### src/rtl/sqw_pkg.sv
package sqw_pkg;
  localparam int unsigned CNT_W = 16;
  typedef logic [CNT_W:0] cnt_t;
endpackage

### src/rtl/sqw_gate_edge.sv
module sqw_gate_edge (
  input  logic clk,
  input  logic rst_n,
  input  logic gate_i,
  output logic trig_o
);
  logic gate_q;
  logic trig_n;

  always_comb trig_n = gate_i & ~gate_q;

  always_ff @(posedge clk or negedge rst_n) begin
    if (!rst_n) begin
      gate_q <= 1'b0;
      trig_o <= 1'b0;
    end else begin
      gate_q <= gate_i;
      trig_o <= trig_n;
    end
  end
endmodule

### src/rtl/sqw_step.sv
module sqw_step #(
  parameter int unsigned W = 16
) (
  input  logic [W:0] cnt_i,
  input  logic       level_i,
  output logic [W:0] step_o
);
  // odd values only occur on the first clock after a (re)load
  always_comb begin
    if (cnt_i[0]) step_o = level_i ? (W+1)'(1) : (W+1)'(3);
    else          step_o = (W+1)'(2);
  end
endmodule

### src/rtl/sqw_core.sv
module sqw_core #(
  parameter int unsigned W = 16
) (
  input  logic         clk,
  input  logic         rst_n,
  input  logic         gate_i,
  input  logic         trig_i,
  input  logic         ctl_stb_i,
  input  logic         wr_stb_i,
  input  logic [W-1:0] wr_count_i,
  output logic         out_q,
  output logic [W:0]   cnt_q,
  output logic         run_q,
  output logic         start_q
);
  logic [W-1:0] count_q, count_n;
  logic [W:0]   cnt_n, load_val, step;
  logic         out_n, run_n, start_n;

  always_comb load_val = (count_q == '0) ? {1'b1, {W{1'b0}}} : {1'b0, count_q};

  sqw_step #(.W(W)) u_step (.cnt_i(cnt_q), .level_i(out_q), .step_o(step));

  always_comb begin
    count_n = count_q;
    cnt_n   = cnt_q;
    out_n   = out_q;
    run_n   = run_q;
    start_n = start_q;
    if (wr_stb_i) count_n = wr_count_i;
    if (ctl_stb_i) begin
      run_n   = 1'b0;
      out_n   = 1'b1;
      start_n = wr_stb_i;
    end else if (start_q) begin
      cnt_n   = load_val;
      out_n   = 1'b1;
      run_n   = 1'b1;
      start_n = 1'b0;
    end else if (!run_q) begin
      if (wr_stb_i) start_n = 1'b1;
    end else if (trig_i) begin
      cnt_n = load_val;
      out_n = 1'b1;
    end else if (!gate_i) begin
      out_n = 1'b1;
    end else if (cnt_q <= step) begin
      cnt_n = load_val;
      out_n = ~out_q;
    end else begin
      cnt_n = cnt_q - step;
    end
  end

  always_ff @(posedge clk or negedge rst_n) begin
    if (!rst_n) begin
      count_q <= '0;
      cnt_q   <= {1'b1, {W{1'b0}}};
      out_q   <= 1'b1;
      run_q   <= 1'b0;
      start_q <= 1'b0;
    end else begin
      count_q <= count_n;
      cnt_q   <= cnt_n;
      out_q   <= out_n;
      run_q   <= run_n;
      start_q <= start_n;
    end
  end
endmodule

### src/rtl/sqw_divider.sv
module sqw_divider (
  input  logic        clk,
  input  logic        rst_n,
  input  logic        gate_i,
  input  logic        ctl_stb_i,
  input  logic        wr_stb_i,
  input  logic [15:0] wr_count_i,
  output logic        wave_o
);
  import sqw_pkg::*;

  logic trig;
  logic out_q;
  cnt_t cnt_q;
  logic run_q;
  logic start_q;

  sqw_gate_edge u_edge (.clk(clk), .rst_n(rst_n), .gate_i(gate_i), .trig_o(trig));

  sqw_core #(.W(CNT_W)) u_core (
    .clk(clk), .rst_n(rst_n), .gate_i(gate_i), .trig_i(trig),
    .ctl_stb_i(ctl_stb_i), .wr_stb_i(wr_stb_i), .wr_count_i(wr_count_i),
    .out_q(out_q), .cnt_q(cnt_q), .run_q(run_q), .start_q(start_q)
  );

  // low enable forces the output high without a clock edge
  always_comb wave_o = out_q | ~gate_i;
endmodule

### config.mk
export PLATFORM = sky130hd
export DESIGN_NAME = sqw_divider
export DESIGN_NICKNAME = d
export VERILOG_FILES = /design/src/rtl/sqw_pkg.sv /design/src/rtl/sqw_gate_edge.sv /design/src/rtl/sqw_step.sv /design/src/rtl/sqw_core.sv /design/src/rtl/sqw_divider.sv
export SDC_FILE = /design/constraint.sdc
export NUM_CORES = 1
export LEC_CHECK = 0
export BUFFER_PORTS_ARGS = -buffer_cell sky130_fd_sc_hd__buf_2
export CORE_MARGIN = 10
export CORE_UTILIZATION = 62
export CTS_CLUSTER_DIAMETER = 200
export DETAILED_ROUTE_END_ITERATION = 6
export GPL_ROUTABILITY_DRIVEN = 0
export PLACE_DENSITY = 0.84
export SLEW_MARGIN = 20
export SYNTH_ARGS = -nofsm -noshare
export SYNTH_HDL_FRONTEND = slang
export SYNTH_SLANG_ARGS = --single-unit
### constraint.sdc
create_clock -name clk -period 6.1 [get_ports clk]
set_input_delay 1.22 -clock clk [delete_from_list [all_inputs] [get_ports clk]]
set_output_delay 1.22 -clock clk [all_outputs]
set_load 0.01 [all_outputs]
== Yosys cells after proc, flatten, opt, wreduce, memory -nomap -nowiden ==
Cells that the tools add are included.
Operators by class
  add/subtract/negate cells: 1
  $lt $le $gt $ge: 1
  equality and inequality tests: 1
  muxes and demuxes: 20
  bitwise operators: 6
  reductions and logical operators: 7
Operators with widths (count)
  two-way mux 17 bit: 7
  less-or-equal comparator 17 bit: 1
  subtractor 17 bit: 1
  logical NOT 16 bit: 1
  two-way mux 1 bit: 12
  nonzero test 3 bit: 2
  inequality test 5 x 1 -> 1 bit, second input constant: 1
  NOT 1 bit: 4
  nonzero test 2 bit: 2
  AND reduction 3 bit: 1
  two-way mux 2 bit: 1
  AND reduction 2 bit: 1
  AND 1 bit: 1
  bitwise OR 1 bit: 1
Word-level totals
  flip-flop bits (word level): 38
  logic and storage cells: 43

== Logic depth before layout (Yosys ltp) ==
Gate-level depths: netlist of the first run.
  word-level depth: 9
  mapped depth: 9
  depth with buffers taken out: 8

== Modules after synthesis ==
Synthesis of the first run repeated with hierarchy kept, for this count alone.
Second synthesis, totals
  cells, all modules: 283
  area, all modules: 2665.1 µm²
By module, submodules not included
  sqw_core: times used 1, cells an instance 261, area an instance 2467.4 µm², sequential area each 903.4 µm²
  sqw_step: times used 1, cells an instance 18, area an instance 127.6 µm², sequential area each 0.0 µm²
  sqw_gate_edge: times used 1, cells an instance 3, area an instance 63.8 µm², sequential area each 50.0 µm²
  sqw_divider: times used 1, cells an instance 1, area an instance 6.3 µm², sequential area each 0.0 µm²

== Worst setup path after synthesis of the first run ==
OpenSTA, ideal clock, no wires.
  path kind: input-to-output
  start point: input gate_i
  end point: output wave_o
  arrival time: 1314 ps
  setup slack: 3566 ps
  stages: 1
  buffers on the path: 0
  path through: nand2b_1
On the way
  longest elaborated chain between the ends: 2
Ends and longest elaborated chain
  from (decl): line sqw_divider.sv:4  | input logic gate_i,
  NOT 1 bit: line sqw_divider.sv:27  | always_comb wave_o = out_q | ~gate_i;
  bitwise OR 1 bit: line sqw_divider.sv:27
  to (decl): line sqw_divider.sv:8  | output logic wave_o
Every way passes these cells.

== Worst setup path in the final report of the first run ==
  start point: register u_core.out_q
  end point: register u_core.cnt_q[15]
On the way
  longest elaborated chain between the ends: 8
  elaborated cells on any way between the ends: 9
  those cells by class: add/sub (1); order compare (1); mux (7)
Ends and longest elaborated chain
  from (decl): line sqw_core.sv:11  | output logic out_q,
  from (signal assigned): line sqw_core.sv:65  | out_q <= out_n;
  two-way mux 2 bit (*): line sqw_step.sv:10  | if (cnt_i[0]) step_o = level_i ? (W+1)'(1) : (W+1)'(3);
  two-way mux 17 bit (*): line sqw_step.sv:10
  subtractor 17 bit / less-or-equal comparator 17 bit (equally long branches): line sqw_core.sv:51, sqw_core.sv:47
  two-way mux 17 bit (*): line sqw_core.sv:47  | end else if (cnt_q <= step) begin
  two-way mux 17 bit (*): line sqw_core.sv:45  | end else if (!gate_i) begin
  two-way mux 17 bit (*): line sqw_core.sv:42  | end else if (trig_i) begin
  two-way mux 17 bit (*): line sqw_core.sv:40  | end else if (!run_q) begin
  two-way mux 17 bit (*): line sqw_core.sv:35  | end else if (start_q) begin
  to (signal assigned): line sqw_core.sv:58  | cnt_q <= {1'b1, {W{1'b0}}};
  to (signal assigned): line sqw_core.sv:64  | cnt_q <= cnt_n;
  to (decl): line sqw_core.sv:12  | output logic [W:0] cnt_q,
Every way passes the cells marked *; elsewhere a longest branch is shown, timed or not. The select of a mux whose other input is x is not followed.
A chain may end at the register's enable or synchronous reset.

==> out/qor.yml, run 1 <==
rsz0062_at_grt: "no"
synth.distinct_cells: 39
cts.sinks: 38
fin_crit_ns: 2.87
seqPwrFrac_pct: 53.9
synthCells: 195
finalSetupViolations: 0
leakage_nw: 0.925
hpwl_um: 3060
drt_first_pass_iters: 4
fin_total_pwr_mw: 0.640
ir_drop_v: 0.000206
ys_warn_count: 0
io_pins: 22
overflow: 0
synth_edf_count: 0
drv_cap: 0
layout_commonest_cell: "dfrtp_1"
report.final.slew_viol_count: 0
start_kind: "register"
p_sw_mw: 0.200
pwr-share-comb_pct: 19.8
routed_wl_um: 4240
grt_pass1_wl_um: 7310
cp-end-kind: "register"
die-area_sq_mm: 0.00585
synth-seq-cells: 38
viasPerCell: 6.27
layout_common_cells: "36 x dfrtp_1, 21 x buf_2, 16 x mux2_2"
initial_core_util_pct: 64.8
setup_tns_ns: 0
synth.avg_cell_area_sq_um: 10.2
drc: 0
max_freq_mhz: 348
drive_gt1_share_pct: 24.1
finalClockSkew_ns: 0.00599
cts_root_buf: "clkbuf_4"
io_buffers: 21
vias: 1629
numCtsBuffers: 5
crit_arrival_ns: 3.10
die_y_um: 76.5
cts_tree: "yes"
powerDensity_mw_per_mm2: 295
syn_nets: 218
drt_iter0_drc: 193
grt_max_degree: 39
grt_pass1_vias: 1649
clkLatencyLatePin_ns: 0.34
grtUsageTotal_pct: 14.9
ant_nets: 0
nFillCells: 235
synth_area_sq_mm: 0.00198
htreeDepth: 2
nets: 238
cp_max_fo: 7
area_delta_synth_final_pct: 9.80
crit_required_ns: 6.33
timing.hold.ws_ns: 0.417
clockBufferDepth: 2
hold_viol_final: 0
dp_cells: 252
relSlewSlack_pct: 23.8
antenna_found_initial: 0
rows: 20
outcome: "finished, final reports clean"
clockPowerShare_pct: 26.4
hold_class: "reg -> reg"
seq_area_frac_synth_pct: 48.2
core_area_sq_mm: 0.00305
wl_per_cell_um: 16.3
p_int_mw: 0.440
postCtsSetupRepairBufs: 0
switching_share_pct: 31.2
tightest_slew_ns: 1.13
clk_pin_slew_ns: 0.11
diodes: 0
yosys_most_used_dff: "dfrtp_1"
async_flop_share_pct: 100
finalCritPeriodShare_pct: 47.1
cts_resized: 0
die_width_um: 76.5
path_class: "reg -> reg"
fin_cells: 260
postCtsHoldBufs: 0
==> area by class of cell <==
cell class              instances  area, sq um  area share, %
clock buffers                   5         37.5           1.73
clock inverters                 3         40.0           1.84
inverters                      10         37.5           1.73
multi-input cells             138          937           43.1
flip-flops and latches         38          953           43.9
well taps                      44         55.1           2.53
repair buffers                 22          113           5.18
==> state kept, by name, indices dropped and copies added (netlist names) <==
register	flops
u_core.start_q	1
u_core.count_q	16
u_edge.trig_o	1
u_core.out_q	1
u_core.run_q	1
u_core.cnt_q	17
u_edge.gate_q	1
==> Yosys cell counts (all sizes together), types with 4 or more instances <==
master | n | share of area [%]
nand2 | 12 | 2.3
dfrtp | 36 | 46
o21ai | 14 | 3.7
inv | 10 | 1.9
a2bb2oi | 4 | 1.8
or4 | 6 | 2.5
mux2 | 16 | 9.1
nor2b | 4 | 1.3
clkbuf | 4 | 0.76
buf | 5 | 1.8
a21oi | 11 | 2.8
nor4 | 7 | 2.2
and3 | 4 | 1.3
a22oi | 4 | 1.5
nor2 | 13 | 2.5
mux2i | 7 | 3.5
nand3 | 10 | 2.5
==> kinds of logic (layout without fill, tap and decap cells) <==
group / after synthesis / count (layout) / share of synthesized area (%)
adders and majority gates: 2 / 2 / 1.26
AOI/OAI and AO/OA: 47 / 47 / 15.8
DFF: 38 / 38 / 48.2
muxes: 23 / 23 / 12.6
and+or+nand+nor: 66 / 66 / 17.6
buffers and inverters: 19 / 40 / 4.49
==> per-layer routing <==
metal	wire length, um	share of wire [%]	vias to the layer above	track usage (%)
met5	0	0	-	0
met4	57	1.3	0	6.88
met3	277	6.5	9	4.60
met2	1990	47	64	23.0
met1	1910	45	791	18.5
li1	-	-	765	-
==> worst max-delay path, cell delays in order, from the launching register on <==
cell and delay, ns:
dfstp_2 0.57, nand2_1 0.08, ha_1 0.33, or3_1 0.39
nor4_1 0.88, nand3_1 0.22, mux2i_1 0.20, o22ai_1 0.10
==> path summary, 6_finish.rpt <==
path | start | to | slack, ns | cells after the start
max reg2reg | u_core.out_q$_DFFE_PN1P_ | u_core.cnt_q[15]$_DFFE_PN0P_ | 3.23 | 7
min | u_edge.gate_q$_DFF_PN0_ | u_edge.trig_o$_DFF_PN0_ | 0.42 | 1
min reg2reg | u_edge.gate_q$_DFF_PN0_ | u_edge.trig_o$_DFF_PN0_ | 0.42 | 1
max | u_core.out_q$_DFFE_PN1P_ | u_core.cnt_q[15]$_DFFE_PN0P_ | 3.23 | 7
max in group asynchronous | rst_n | u_core.count_q[14]$_DFFE_PN0P_ | 4.61 | 1
min in group asynchronous | rst_n | u_core.run_q$_DFFE_PN0P_ | 0.95 | 1
==> per-stage QoR <==
stage	utilization (%)	cell area, sq um	setup slack, ns
2_1_floorplan	-	1980	3.57
6_report	71.2	2170	3.23
5_1_grt	71.2	2170	3.06
4_1_cts	71.2	2170	3.28
3_5_place_dp	68.6	2100	3.30
3_3_place_gp	68.6	2100	3.35
==> power groups by stage <==
stage | clock (mW) | sequential, mW | combinational, mW
floorplan | 0 | 0.334 | 0.0990
global placement | 0 | 0.344 | 0.120
detailed placement | 0 | 0.348 | 0.126
CTS | 0.171 | 0.343 | 0.127
global route | 0.183 | 0.352 | 0.144
finish | 0.169 | 0.345 | 0.126
Note: power is estimated with default switching activity, not from simulation.
==> inputs of run 2 (changes only) <==
- ABC_AREA: default -> 1
- CORE_UTILIZATION: 62 -> 59
- PLACE_DENSITY: 0.84 -> 0.8
- clock period: 6.1 -> 2.7 ns (I/O delays scaled with it)
==> out/qor.yml, run 2 <==
dp_cells: 364  # was 252
rsz0062_at_grt: "no"  # unchanged
synth-xor-area-share_pct: 4.31  # was 0%
crit_required_ns: 2.88  # was 6.33 ns
postCtsSetupRepairBufs: 0  # unchanged
vias: 1853  # was 1629
drt_first_pass_iters: 5  # was 4
finalCritPeriodShare_pct: 74.1  # was 47.1%
clk_pin_slew_ns: 0.08  # was 0.11 ns
finalSetupViolations: 0  # unchanged
reg_top3: "u_core.cnt_q: 17 flops, u_core.count_q: 16 flops"  # unchanged
fin_ws_ns: 0.700  # was 3.23 ns
fin_total_pwr_mw: 1.83  # was 0.640 mW
layout_common_cells: "124 x nand2_1, 36 x dfrtp_1, 29 x inv_1"  # was 36 x dfrtp_1, 21 x buf_2, 16 x mux2_2
r2r_end: "u_core.cnt_q[1]$_DFFE_PN0P_"  # was u_core.cnt_q[15]$_DFFE_PN0P_
crit_end: "u_core.cnt_q[1]$_DFFE_PN0P_"  # was u_core.cnt_q[15]$_DFFE_PN0P_
antenna_found_initial: 0  # unchanged
cp_max_fo: 17  # was 7
synth_area_sq_mm: 0.00223  # was 0.00198 sq mm
routed_wl_um: 4550  # was 4240 um
io_pins: 22  # unchanged
overflow: 0  # unchanged
ir_drop_v: 0.000420  # was 0.000206 V
drv_cap: 0  # unchanged
layout_commonest_cell: "nand2_1"  # was dfrtp_1
largest_reg_flops: 17  # unchanged
synth-seq-cells: 38  # unchanged
register_area_sq_um: 953  # unchanged
core_area_sq_mm: 0.00366  # was 0.00305 sq mm
hold_viol_final: 0  # unchanged
grt_pass1_vias: 1811  # was 1649
yosys-top-cells-count: "124 x nand2_1, 36 x dfrtp_1, 29 x inv_1"  # was 36 x dfrtp_1, 16 x mux2_2, 13 x nor2_1, 13 x o21ai_0, 12 x nand2_1
wl_per_cell_um: 12.2  # was 16.3 um
clkLatencyLatePin_ns: 0.29  # was 0.34 ns
die_y_um: 81.5  # was 76.5 um
synth_area_leaders: "dfrtp_1 40%, nand2_1 21%, inv_1 4.9%, nand3_1 4.3%, nor2_1 3.7%"  # was dfrtp_1 46%, mux2_2 9.1%, mux2i_1 3.5%, o21ai_0 3.3%, a21oi_1 2.8%
rows: 22  # was 20
grt_max_degree: 39  # unchanged
cp-end-kind: "register"  # unchanged
finalClockSkew_ns: 0.00439  # was 0.00599 ns
htreeDepth: 2  # unchanged
drive_gt1_share_pct: 17.0  # was 24.1%
viasPerCell: 4.98  # was 6.27
wl_met3_um: 213  # was 277 um
diodes: 0  # unchanged
fin_area_sq_mm: 0.00245  # was 0.00217 sq mm
cts.sinks: 38  # unchanged
drc: 0  # unchanged
place_ws_ns: 0.699  # was 3.30 ns
nFillCells: 334  # was 235
multi_input_area_sq_mm: 0.00111  # was 937 sq um
met1_length_um: 2160  # was 1910 um
fin_crit_ns: 2.00  # was 2.87 ns
dr.max_layer_used: "met4"  # unchanged
cts_root_buf: "clkbuf_8"  # was clkbuf_4
die_width_um: 81.5  # was 76.5 um
seq_area_frac_synth_pct: 42.7  # was 48.2%
fin_util_pct: 66.9  # was 71.2%
powerDensity_mw_per_mm2: 746  # was 295 mW/mm^2
leakage_nw: 1.29  # was 0.925 nW
r2r_slack_ns: 0.70  # was 3.23 ns
grt_pass1_wl_um: 8090  # was 7310 um
largest-register: "u_core.cnt_q"  # unchanged
ant_nets: 0  # unchanged
synthCells: 301  # was 195
synth_top_area_share_pct: 40.3  # was 45.5%
setup_tns_ns: 0  # unchanged
synth.avg_cell_area_sq_um: 7.42  # was 10.2 sq um
synth_fa_ha_area_share_pct: 1.12  # was 1.26%
max_freq_mhz: 500  # was 348 MHz
io_buffers: 21  # unchanged
numCtsBuffers: 5  # unchanged
start_kind: "register"  # unchanged
area_delta_synth_final_pct: 9.69  # was 9.80%
cts_tree: "yes"  # unchanged
wl_met2_um: 2110  # was 1990 um
hpwl_um: 3450  # was 3060 um
relSlewSlack_pct: 46.1  # was 23.8%
synth_top_family_by_area: "simple AND/OR/NAND/NOR gates"  # unchanged
synth_edf_count: 0  # unchanged
report.final.slew_viol_count: 0  # unchanged
die-area_sq_mm: 0.00665  # was 0.00585 sq mm
clockBufferDepth: 2  # unchanged
yosysMostFrequentCell: "nand2_1"  # was dfrtp_1
syn_nets: 324  # was 218
grtUsageTotal_pct: 15.4  # was 14.9%
placed_area_sq_mm: 0.00236  # was 0.00210 sq mm
fin_cells: 372  # was 260
reg2reg_depth: 10  # was 7
ys_warn_count: 0  # unchanged
nets: 346  # was 238
hold_class: "in -> async"  # was reg -> reg
initial_core_util_pct: 61.0  # was 64.8%
cts_resized: 0  # unchanged
synth.distinct_cells: 27  # was 39
crit_arrival_ns: 2.18  # was 3.10 ns
tightest_slew_ns: 0.808  # was 1.13 ns
yosys.area_share.simple_pct: 40.1  # was 17.6%
yosys_most_used_dff: "dfrtp_1"  # unchanged
timing.hold.ws_ns: 0.331  # was 0.417 ns
drt_iter0_drc: 149  # was 193
synthMuxAreaShare_pct: 0  # was 12.6%
postCtsHoldBufs: 0  # unchanged
r2r-start: "u_core.out_q$_DFFE_PN1P_"  # unchanged
critPathLaunch: "u_core.out_q$_DFFE_PN1P_"  # unchanged
synth_compound_area_share_pct: 4.31  # was 15.8%
async_flop_share_pct: 100  # unchanged
outcome: "finished, final reports clean"  # unchanged
synth_top_area_cell: "dfrtp_1"  # unchanged
path_class: "reg -> reg"  # unchanged
==> run 2: worst min-delay path by stage <==
stage                                 start                        endpoint  depth (start not counted)
floorplan                             rst_n     u_core.cnt_q[0]$_DFFE_PN0P_                          0
global placement    u_edge.gate_q$_DFF_PN0_         u_edge.trig_o$_DFF_PN0_                          1
detailed placement  u_edge.gate_q$_DFF_PN0_         u_edge.trig_o$_DFF_PN0_                          1
CTS                                   rst_n    u_core.cnt_q[12]$_DFFE_PN0P_                          1
global route                          rst_n  u_core.count_q[11]$_DFFE_PN0P_                          1
finish                                rst_n    u_core.cnt_q[11]$_DFFE_PN0P_                          1
==> run 2: kinds of logic (layout without fill, tap and decap cells) <==
group | count (synthesis) | count (layout)
buffers and inverters | 40 | 63
AND/OR/NAND/NOR | 193 | 193
flip-flops | 38 | 38
AO/OA/AOI/OAI | 17 | 17
XOR/XNOR | 11 | 11
adder cells (fa/ha/maj) | 2 | 2
==> run 2: cell type report <==
type                    instances  share of cell area, %
repair buffers                 22                   4.60
clock buffers                   6                   2.96
inverters                      33                   5.06
multi-input cells             223                   45.4
flip-flops and latches         38                   38.9
well taps                      48                   2.45
clock inverters                 2                  0.613
==> run 2: report_power, final <==
group	internal, mW	switching, mW
logic	0.244	0.398
clock network	0.182	0.206
registers	0.676	0.121
total	1.10	0.725
==> run 2: critical path, stage by stage (launching register included) <==
cell     delay, ns
dfstp_2       0.55
nand2_1       0.07
ha_1          0.33
nor2_4        0.12
nand2_2       0.10
nor2_8        0.19
nand3_4       0.12
nand3_4       0.18
nand2_1       0.10
nand3_1       0.09
nand2_1       0.06
==> run 2: per-layer routing <==
| metal | track usage (%) | vias to the layer above |
|---|---|---|
| li1 | - | 964 |
| met1 | 20.0 | 839 |
| met2 | 24.3 | 43 |
| met3 | 4.48 | 7 |
| met4 | 4.67 | 0 |
| met5 | 0 | - |
